<file path="src/rtl/dbg_xcvr_pkg.sv">
`timescale 1ns/1ps
package dbg_xcvr_pkg;

  typedef enum logic {
    DIR_RX = 1'b0,
    DIR_TX = 1'b1
  } dir_e;

  // strobes decoded from the bit-time counter
  typedef struct packed {
    logic start;    // accepted falling edge, cycle 0
    logic in_bit;   // cycles 1 .. BIT_LEN-1
    logic at_spd;   // speedup cycle
    logic at_chk;   // late-rise check cycle
    logic at_smp;   // sample cycle
    logic low_win;  // cycles 1 .. LOW_END
    logic at_end;   // last cycle of the bit time
  } bit_evt_t;

endpackage

</file>
<file path="src/rtl/dbg_pin_sync.sv">
`timescale 1ns/1ps
module dbg_pin_sync #(
  parameter int STAGES = 2
) (
  input  logic clk,
  input  logic rst_n,
  input  logic pin_raw,
  output logic pin_s,
  output logic fall
);

  // STAGES synchroniser flops plus one history flop for the edge detector
  logic chain_q [STAGES+1];

  for (genvar i = 0; i <= STAGES; i++) begin : g_stage
    if (i == 0) begin : g_first
      always_ff @(posedge clk or negedge rst_n) begin
        if (!rst_n) chain_q[i] <= 1'b1;
        else        chain_q[i] <= pin_raw;
      end
    end else begin : g_next
      always_ff @(posedge clk or negedge rst_n) begin
        if (!rst_n) chain_q[i] <= 1'b1;
        else        chain_q[i] <= chain_q[i-1];
      end
    end
  end

  assign pin_s = chain_q[STAGES-1];
  assign fall  = chain_q[STAGES] & ~chain_q[STAGES-1];

endmodule

</file>
<file path="src/rtl/dbg_bit_timer.sv">
`timescale 1ns/1ps
module dbg_bit_timer
  import dbg_xcvr_pkg::*;
#(
  parameter int BIT_LEN    = 16,
  parameter int SPEEDUP_AT = 7,
  parameter int CHECK_AT   = 8,
  parameter int SAMPLE_AT  = 10,
  parameter int LOW_END    = 13
) (
  input  logic     clk,
  input  logic     rst_n,
  input  logic     fall,
  input  logic     tx_mode,
  output bit_evt_t evt,
  output dir_e     mode_q,
  output logic     frame_err
);

  localparam int CW = $clog2(BIT_LEN + 1);

  logic          active_q, active_d;
  logic [CW-1:0] cnt_q, cnt_d;
  dir_e          mode_d;
  logic          frame_d, frame_q;
  logic          start;
  logic          last;

  assign start = fall & ~active_q;
  assign last  = active_q && (cnt_q == CW'(BIT_LEN - 1));

  always_comb begin
    active_d = active_q;
    cnt_d    = cnt_q;
    mode_d   = mode_q;
    if (start) begin
      active_d = 1'b1;
      cnt_d    = CW'(1);
      mode_d   = dir_e'(tx_mode);
    end else if (last) begin
      active_d = 1'b0;
      cnt_d    = '0;
    end else if (active_q) begin
      cnt_d    = cnt_q + CW'(1);
    end
    // an edge inside a running bit time is only reported
    frame_d = fall & active_q;
  end

  always_ff @(posedge clk or negedge rst_n) begin
    if (!rst_n) begin
      active_q <= 1'b0;
      cnt_q    <= '0;
      mode_q   <= DIR_RX;
      frame_q  <= 1'b0;
    end else begin
      active_q <= active_d;
      cnt_q    <= cnt_d;
      mode_q   <= mode_d;
      frame_q  <= frame_d;
    end
  end

  assign evt.start   = start;
  assign evt.in_bit  = active_q;
  assign evt.at_spd  = active_q && (cnt_q == CW'(SPEEDUP_AT));
  assign evt.at_chk  = active_q && (cnt_q == CW'(CHECK_AT));
  assign evt.at_smp  = active_q && (cnt_q == CW'(SAMPLE_AT));
  assign evt.low_win = active_q && (cnt_q <= CW'(LOW_END));
  assign evt.at_end  = last;
  assign frame_err   = frame_q;

endmodule

</file>
<file path="src/rtl/dbg_byte_shifter.sv">
`timescale 1ns/1ps
module dbg_byte_shifter
  import dbg_xcvr_pkg::*;
#(
  parameter int W = 8
) (
  input  logic         clk,
  input  logic         rst_n,
  input  logic         start,
  input  logic         in_bit,
  input  logic         at_chk,
  input  logic         at_smp,
  input  logic         at_end,
  input  dir_e         mode_q,
  input  logic         pin_s,
  input  logic         tx_mode,
  input  logic [W-1:0] tx_data,
  input  logic         tx_valid,
  output logic         tx_ready,
  output logic         tx_full,
  output logic         lead_bit,
  output logic         bit_live,
  output logic         bit_val,
  output logic [W-1:0] rx_data,
  output logic         rx_valid,
  output logic         glitch_err
);

  localparam int CW = $clog2(W + 1);

  logic [W-1:0]  sh_q, sh_d;
  logic          full_q, full_d;
  logic [CW-1:0] bc_q, bc_d;
  logic          live_q, live_d;
  logic          bval_q, bval_d;
  logic          late_q, late_d;
  logic [W-1:0]  rxd_q, rxd_d;
  logic          rxd_en;
  logic          rxv_d, rxv_q;
  logic          gl_d, gl_q;
  logic          smp;
  logic          load_fire;
  logic          rx_bit;

  assign tx_ready  = tx_mode & ~full_q & ~in_bit & ~start;
  assign load_fire = tx_valid & tx_ready;
  assign rx_bit    = (mode_q == DIR_RX);

  always_comb begin
    sh_d   = sh_q;
    full_d = full_q;
    bc_d   = bc_q;
    live_d = live_q;
    bval_d = bval_q;
    late_d = late_q;
    rxd_d  = rxd_q;
    rxd_en = 1'b0;
    rxv_d  = 1'b0;
    gl_d   = 1'b0;
    smp    = 1'b0;
    if (load_fire) begin
      sh_d   = tx_data;
      full_d = 1'b1;
      bc_d   = '0;
    end else if (start) begin
      late_d = 1'b0;
      if (tx_mode && full_q) begin
        live_d = 1'b1;
        bval_d = sh_q[W-1];
        sh_d   = {sh_q[W-2:0], 1'b0};
        bc_d   = bc_q + CW'(1);
      end else begin
        live_d = 1'b0;
      end
    end else if (at_end && live_q) begin
      live_d = 1'b0;
      if (bc_q == CW'(W)) begin
        full_d = 1'b0;
        bc_d   = '0;
      end
    end else if (at_chk && rx_bit) begin
      late_d = ~pin_s;
    end else if (at_smp && rx_bit) begin
      smp  = pin_s & ~late_q;
      gl_d = pin_s & late_q;
      sh_d = {sh_q[W-2:0], smp};
      if (bc_q == CW'(W - 1)) begin
        rxv_d  = 1'b1;
        rxd_d  = sh_d;
        rxd_en = 1'b1;
        bc_d   = '0;
      end else begin
        bc_d   = bc_q + CW'(1);
      end
    end
  end

  always_ff @(posedge clk or negedge rst_n) begin
    if (!rst_n) begin
      sh_q   <= '0;
      full_q <= 1'b0;
      bc_q   <= '0;
      live_q <= 1'b0;
      bval_q <= 1'b0;
      late_q <= 1'b0;
      rxv_q  <= 1'b0;
      gl_q   <= 1'b0;
    end else begin
      sh_q   <= sh_d;
      full_q <= full_d;
      bc_q   <= bc_d;
      live_q <= live_d;
      bval_q <= bval_d;
      late_q <= late_d;
      rxv_q  <= rxv_d;
      gl_q   <= gl_d;
    end
  end

  always_ff @(posedge clk or negedge rst_n) begin
    if (!rst_n)      rxd_q <= '0;
    else if (rxd_en) rxd_q <= rxd_d;
  end

  assign tx_full    = full_q;
  assign lead_bit   = sh_q[W-1];
  assign bit_live   = live_q;
  assign bit_val    = bval_q;
  assign rx_data    = rxd_q;
  assign rx_valid   = rxv_q;
  assign glitch_err = gl_q;

endmodule

</file>
<file path="src/rtl/dbg_wire_xcvr.sv">
`timescale 1ns/1ps
module dbg_wire_xcvr
  import dbg_xcvr_pkg::*;
#(
  parameter int W          = 8,
  parameter int SYNC_STG   = 2,
  parameter int BIT_LEN    = 16,
  parameter int SPEEDUP_AT = 7,
  parameter int CHECK_AT   = 8,
  parameter int SAMPLE_AT  = 10,
  parameter int LOW_END    = 13
) (
  input  logic         clk,
  input  logic         rst_n,
  input  logic         pin_in,
  output logic         pin_drive_low,
  output logic         pin_drive_high,
  input  logic         tx_mode,
  input  logic [W-1:0] tx_data,
  input  logic         tx_valid,
  output logic         tx_ready,
  output logic [W-1:0] rx_data,
  output logic         rx_valid,
  output logic         glitch_err,
  output logic         frame_err
);

  logic     pin_s;
  logic     fall;
  bit_evt_t evt;
  dir_e     mode_q;
  logic     tx_full;
  logic     lead_bit;
  logic     bit_live;
  logic     bit_val;
  logic     send_now;
  logic     send_run;

  dbg_pin_sync #(.STAGES(SYNC_STG)) u_sync (
    .clk     (clk),
    .rst_n   (rst_n),
    .pin_raw (pin_in),
    .pin_s   (pin_s),
    .fall    (fall)
  );

  dbg_bit_timer #(
    .BIT_LEN    (BIT_LEN),
    .SPEEDUP_AT (SPEEDUP_AT),
    .CHECK_AT   (CHECK_AT),
    .SAMPLE_AT  (SAMPLE_AT),
    .LOW_END    (LOW_END)
  ) u_timer (
    .clk       (clk),
    .rst_n     (rst_n),
    .fall      (fall),
    .tx_mode   (tx_mode),
    .evt       (evt),
    .mode_q    (mode_q),
    .frame_err (frame_err)
  );

  dbg_byte_shifter #(.W(W)) u_shift (
    .clk        (clk),
    .rst_n      (rst_n),
    .start      (evt.start),
    .in_bit     (evt.in_bit),
    .at_chk     (evt.at_chk),
    .at_smp     (evt.at_smp),
    .at_end     (evt.at_end),
    .mode_q     (mode_q),
    .pin_s      (pin_s),
    .tx_mode    (tx_mode),
    .tx_data    (tx_data),
    .tx_valid   (tx_valid),
    .tx_ready   (tx_ready),
    .tx_full    (tx_full),
    .lead_bit   (lead_bit),
    .bit_live   (bit_live),
    .bit_val    (bit_val),
    .rx_data    (rx_data),
    .rx_valid   (rx_valid),
    .glitch_err (glitch_err)
  );

  // cycle 0: take over the low level the moment the fall is seen
  assign send_now = evt.start & tx_mode & tx_full;
  // cycles 1..BIT_LEN-1: drive the bit latched at the start
  assign send_run = evt.in_bit & (mode_q == DIR_TX) & bit_live;

  assign pin_drive_low  = (send_now & ~lead_bit) |
                          (send_run & ~bit_val & evt.low_win);
  assign pin_drive_high = send_run & bit_val & evt.at_spd;

endmodule

</file>
<file path="config.mk">
export PLATFORM = sky130hd
export DESIGN_NAME = dbg_wire_xcvr
export DESIGN_NICKNAME = d
export VERILOG_FILES = /design/src/rtl/dbg_xcvr_pkg.sv /design/src/rtl/dbg_pin_sync.sv /design/src/rtl/dbg_bit_timer.sv /design/src/rtl/dbg_byte_shifter.sv /design/src/rtl/dbg_wire_xcvr.sv
export SDC_FILE = /design/constraint.sdc
export NUM_CORES = 1
export LEC_CHECK = 0
export BUFFER_PORTS_ARGS = -buffer_cell sky130_fd_sc_hd__buf_2
export CAP_MARGIN = 10
export CORE_ASPECT_RATIO = 1.25
export CORE_MARGIN = 1.5
export CORE_UTILIZATION = 45
export CTS_BUF_LIST = sky130_fd_sc_hd__clkbuf_2
export DETAILED_ROUTE_END_ITERATION = 8
export PLACE_DENSITY = 0.67
export RECOVER_POWER = 50
export SLEW_MARGIN = 20
export SYNTH_ARGS = -nofsm -noshare
export SYNTH_HDL_FRONTEND = slang
export SYNTH_SLANG_ARGS = --single-unit
export TNS_END_PERCENT = 50
</file>
<file path="constraint.sdc">
create_clock -name clk -period 6.2 [get_ports clk]
set_clock_uncertainty 0.15 [all_clocks]
set_input_delay 1.86 -clock clk [delete_from_list [all_inputs] [get_ports clk]]
set_output_delay 1.86 -clock clk [all_outputs]
set_load 0.02 [all_outputs]
</file>
==> out/summary.txt <==
outcome: complete, but fails checks
failing checks: max-capacitance violations, max-slew violations
largest net degree at the start of global routing: 38
CTS tree: yes
core area: 3880 sq um
Routed Antenna Nets: 0
Congestion Overflow GR: 0
Worst Hold Class: reg -> reg
Resized Gates After CTS: 0
final hold slack: 0.229 ns
Die H: 74.7 um
Post-Route Utilization: 52.6%
Final Cell Area: 2040 sq um
P per Cell Area: 346 nW/um^2
Yosys reg bits: 37
crit path max fanout: 4
critical path type: in -> out
Area growth, synth to finish: 10.1%
first-pass GRT wire length: 5980 um
Initial Utilization: 47.8%
fin crit share: 73.2%
Area contributors post-synth: dfrtp_1 (46%), mux2_2 (13%), dfstp_2 (4.3%)
DIE AREA: 4510 sq um
number of port buffers: 26
ANT cells: 0
Initial DRC Count: 47
CP Capture Type: output port
Worst Max-Slew Pin Slew: 1.87 ns
Chip Width: 60.4 um
DRT Wirelength: 3480 um
Syn Area/Cell: 11.7 sq um
clock sink count: 37
fraction of registers with async set/reset: 100%
post-detailed-route via-to-cell ratio: 5.31
drt pass-1 iters: 6
syn nets: 177
number of distinct library cells after synthesis: 42
max_cap viols: 1
CP startpoint kind: primary input
Synth Flop Type: dfrtp_1
minimum clock period: 4.54 ns
Critical Path RT: 4.19 ns
Post-synth EDFFs: 0
VDD IR max: 0.000189 V
Mapped Cells: 158
Worst slew margin: -24.7%
DP Area: 2030 sq um
post-synth top area share: 45.9%
root buf cell: clkbuf_2
Ys Warns: 0
hold buffers post-CTS: 0
clk_lat worst skew: 0.39 ns
Max clock buf depth: 2
initial antenna violation count: 0
final hold vios: 0
GPL Wtd Cong: 0.823
Reg clk slew, reported paths: 0.16 ns
I/O pin count: 27
P_leak: 0.979 nW
Vias: 1291
nets@finish: 207
Synth area leader: dfrtp_1
post-synthesis sequential area ratio: 50.2%
gr usage total: 17.9%
Num CTS Buffers: 5
Arr. time, crit path: 2.53 ns
setup TNS: 0 ns
drt drc: 0
FMAX: 0.220 GHz
RSZ-0062 raised after global routing: false
row count: 25
layout cells sized above 1: 32.3%
dpl hpwl: 2530 um
setup violators final: 0
Final Max Slew Viols: 38
Wirelength per Cell: 14.3 um
Tot Pwr: 0.706 mW
postcts setup bufs: 0
vias in the first global route: 1402
Netlist Area Pre-Place: 1850 sq um
CTS H-tree lvls: 2
## area by class of cell
cell class | count | area, sq um
fillers | 367 | 1840
flip-flops and latches | 37 | 930
multi-input cells | 112 | 853
repair buffers | 26 | 129
well taps | 54 | 67.6
clock buffers | 7 | 35.0
inverters | 6 | 22.5
clock inverters | 1 | 3.75
## registers in the layout, indices dropped and copies added, names as in the netlist, 2 cells and up
signal / cells
u_shift.bc_q: 4
u_shift.rx_data: 8
u_shift.sh_q: 8
u_sync.chain_q: 2
u_timer.cnt_q: 5
## cells by family (layout without fill, tap and decap cells)
logic type / after synthesis / in the layout / synth area share [%]
fa+ha+maj: 6 / 6 / 4.05
flops: 37 / 37 / 50.2
buf+inv: 9 / 40 / 2.09
mux: 26 / 26 / 15.5
compound gates: 20 / 20 / 8.71
simple gates: 59 / 59 / 19.0
xor+xnor: 1 / 1 / 0.473
## metrics by stage
step	std cells	worst slack (ns)
floorplan	158	1.69
global placement	235	1.71
detailed placement	235	1.66
CTS	243	1.66
global route	243	1.44
finish	243	1.66
## worst paths after layout
check                             startpoint            endpoint  slack (ns)  cells after the start
setup / recovery                     tx_mode       pin_drive_low        1.66                      4
hold / removal             u_sync.chain_q[2]        u_sync.pin_s        0.23                      0
setup reg to reg            u_timer.active_q     u_shift.sh_q[5]        3.52                      4
hold reg to reg            u_sync.chain_q[2]        u_sync.pin_s        0.23                      0
max in group asynchronous              rst_n  u_shift.rx_data[5]        3.03                      1
min in group asynchronous              rst_n    u_timer.cnt_q[3]        1.80                      1
## where the power goes
| part | total (mW) | internal, mW | switching [mW] |
|---|---|---|---|
| logic | 0.222 | 0.111 | 0.111 |
| clock network | 0.108 | 0.0302 | 0.0779 |
| registers | 0.376 | 0.304 | 0.0717 |
## cell usage in the layout, fill, tap and decap left out, types with 2 or more instances in the layout
cell type / synthesis / layout
a21oi_1: 4 / 4
a31o_1: 2 / 2
and2_1: 3 / 2
buf_2: 1 / 25
clkbuf_2: 0 / 7
dfrtp_1: 34 / 34
dfstp_2: 3 / 2
ha_1: 6 / 6
inv_1: 6 / 6
mux2_2: 22 / 22
mux2i_1: 4 / 4
nand2_1: 14 / 14
nand2b_1: 2 / 2
nand3_1: 6 / 6
nand3b_1: 3 / 3
nand4_1: 1 / 2
nor2_1: 13 / 14
nor2b_1: 2 / 3
nor3_1: 4 / 4
o21ai_0: 2 / 2
o21ai_1: 2 / 2
o32ai_1: 2 / 2
## Yosys cell counts, types with 3 or more instances
cell,instances
ha_1,6
a21oi_1,4
inv_1,6
mux2i_1,4
and2_1,3
nand2_1,14
nor2_1,13
dfstp_2,3
mux2_2,22
nand3_1,6
nor3_1,4
dfrtp_1,34
nand3b_1,3
## layer usage
metal | routed length [um] | vias up | GRT usage, %
met5 | 0 | - | 0
met4 | 73 | 0 | 8.89
met3 | 141 | 8 | 4.47
met2 | 1800 | 27 | 31.5
met1 | 1470 | 637 | 19.8
li1 | - | 619 | -
## worst max-delay path: stages
cell and delay, ns:
buf_2 0.11, nand3_1 0.15, o32ai_1 0.19, buf_2 0.21
(Power assumes the default switching activity.)
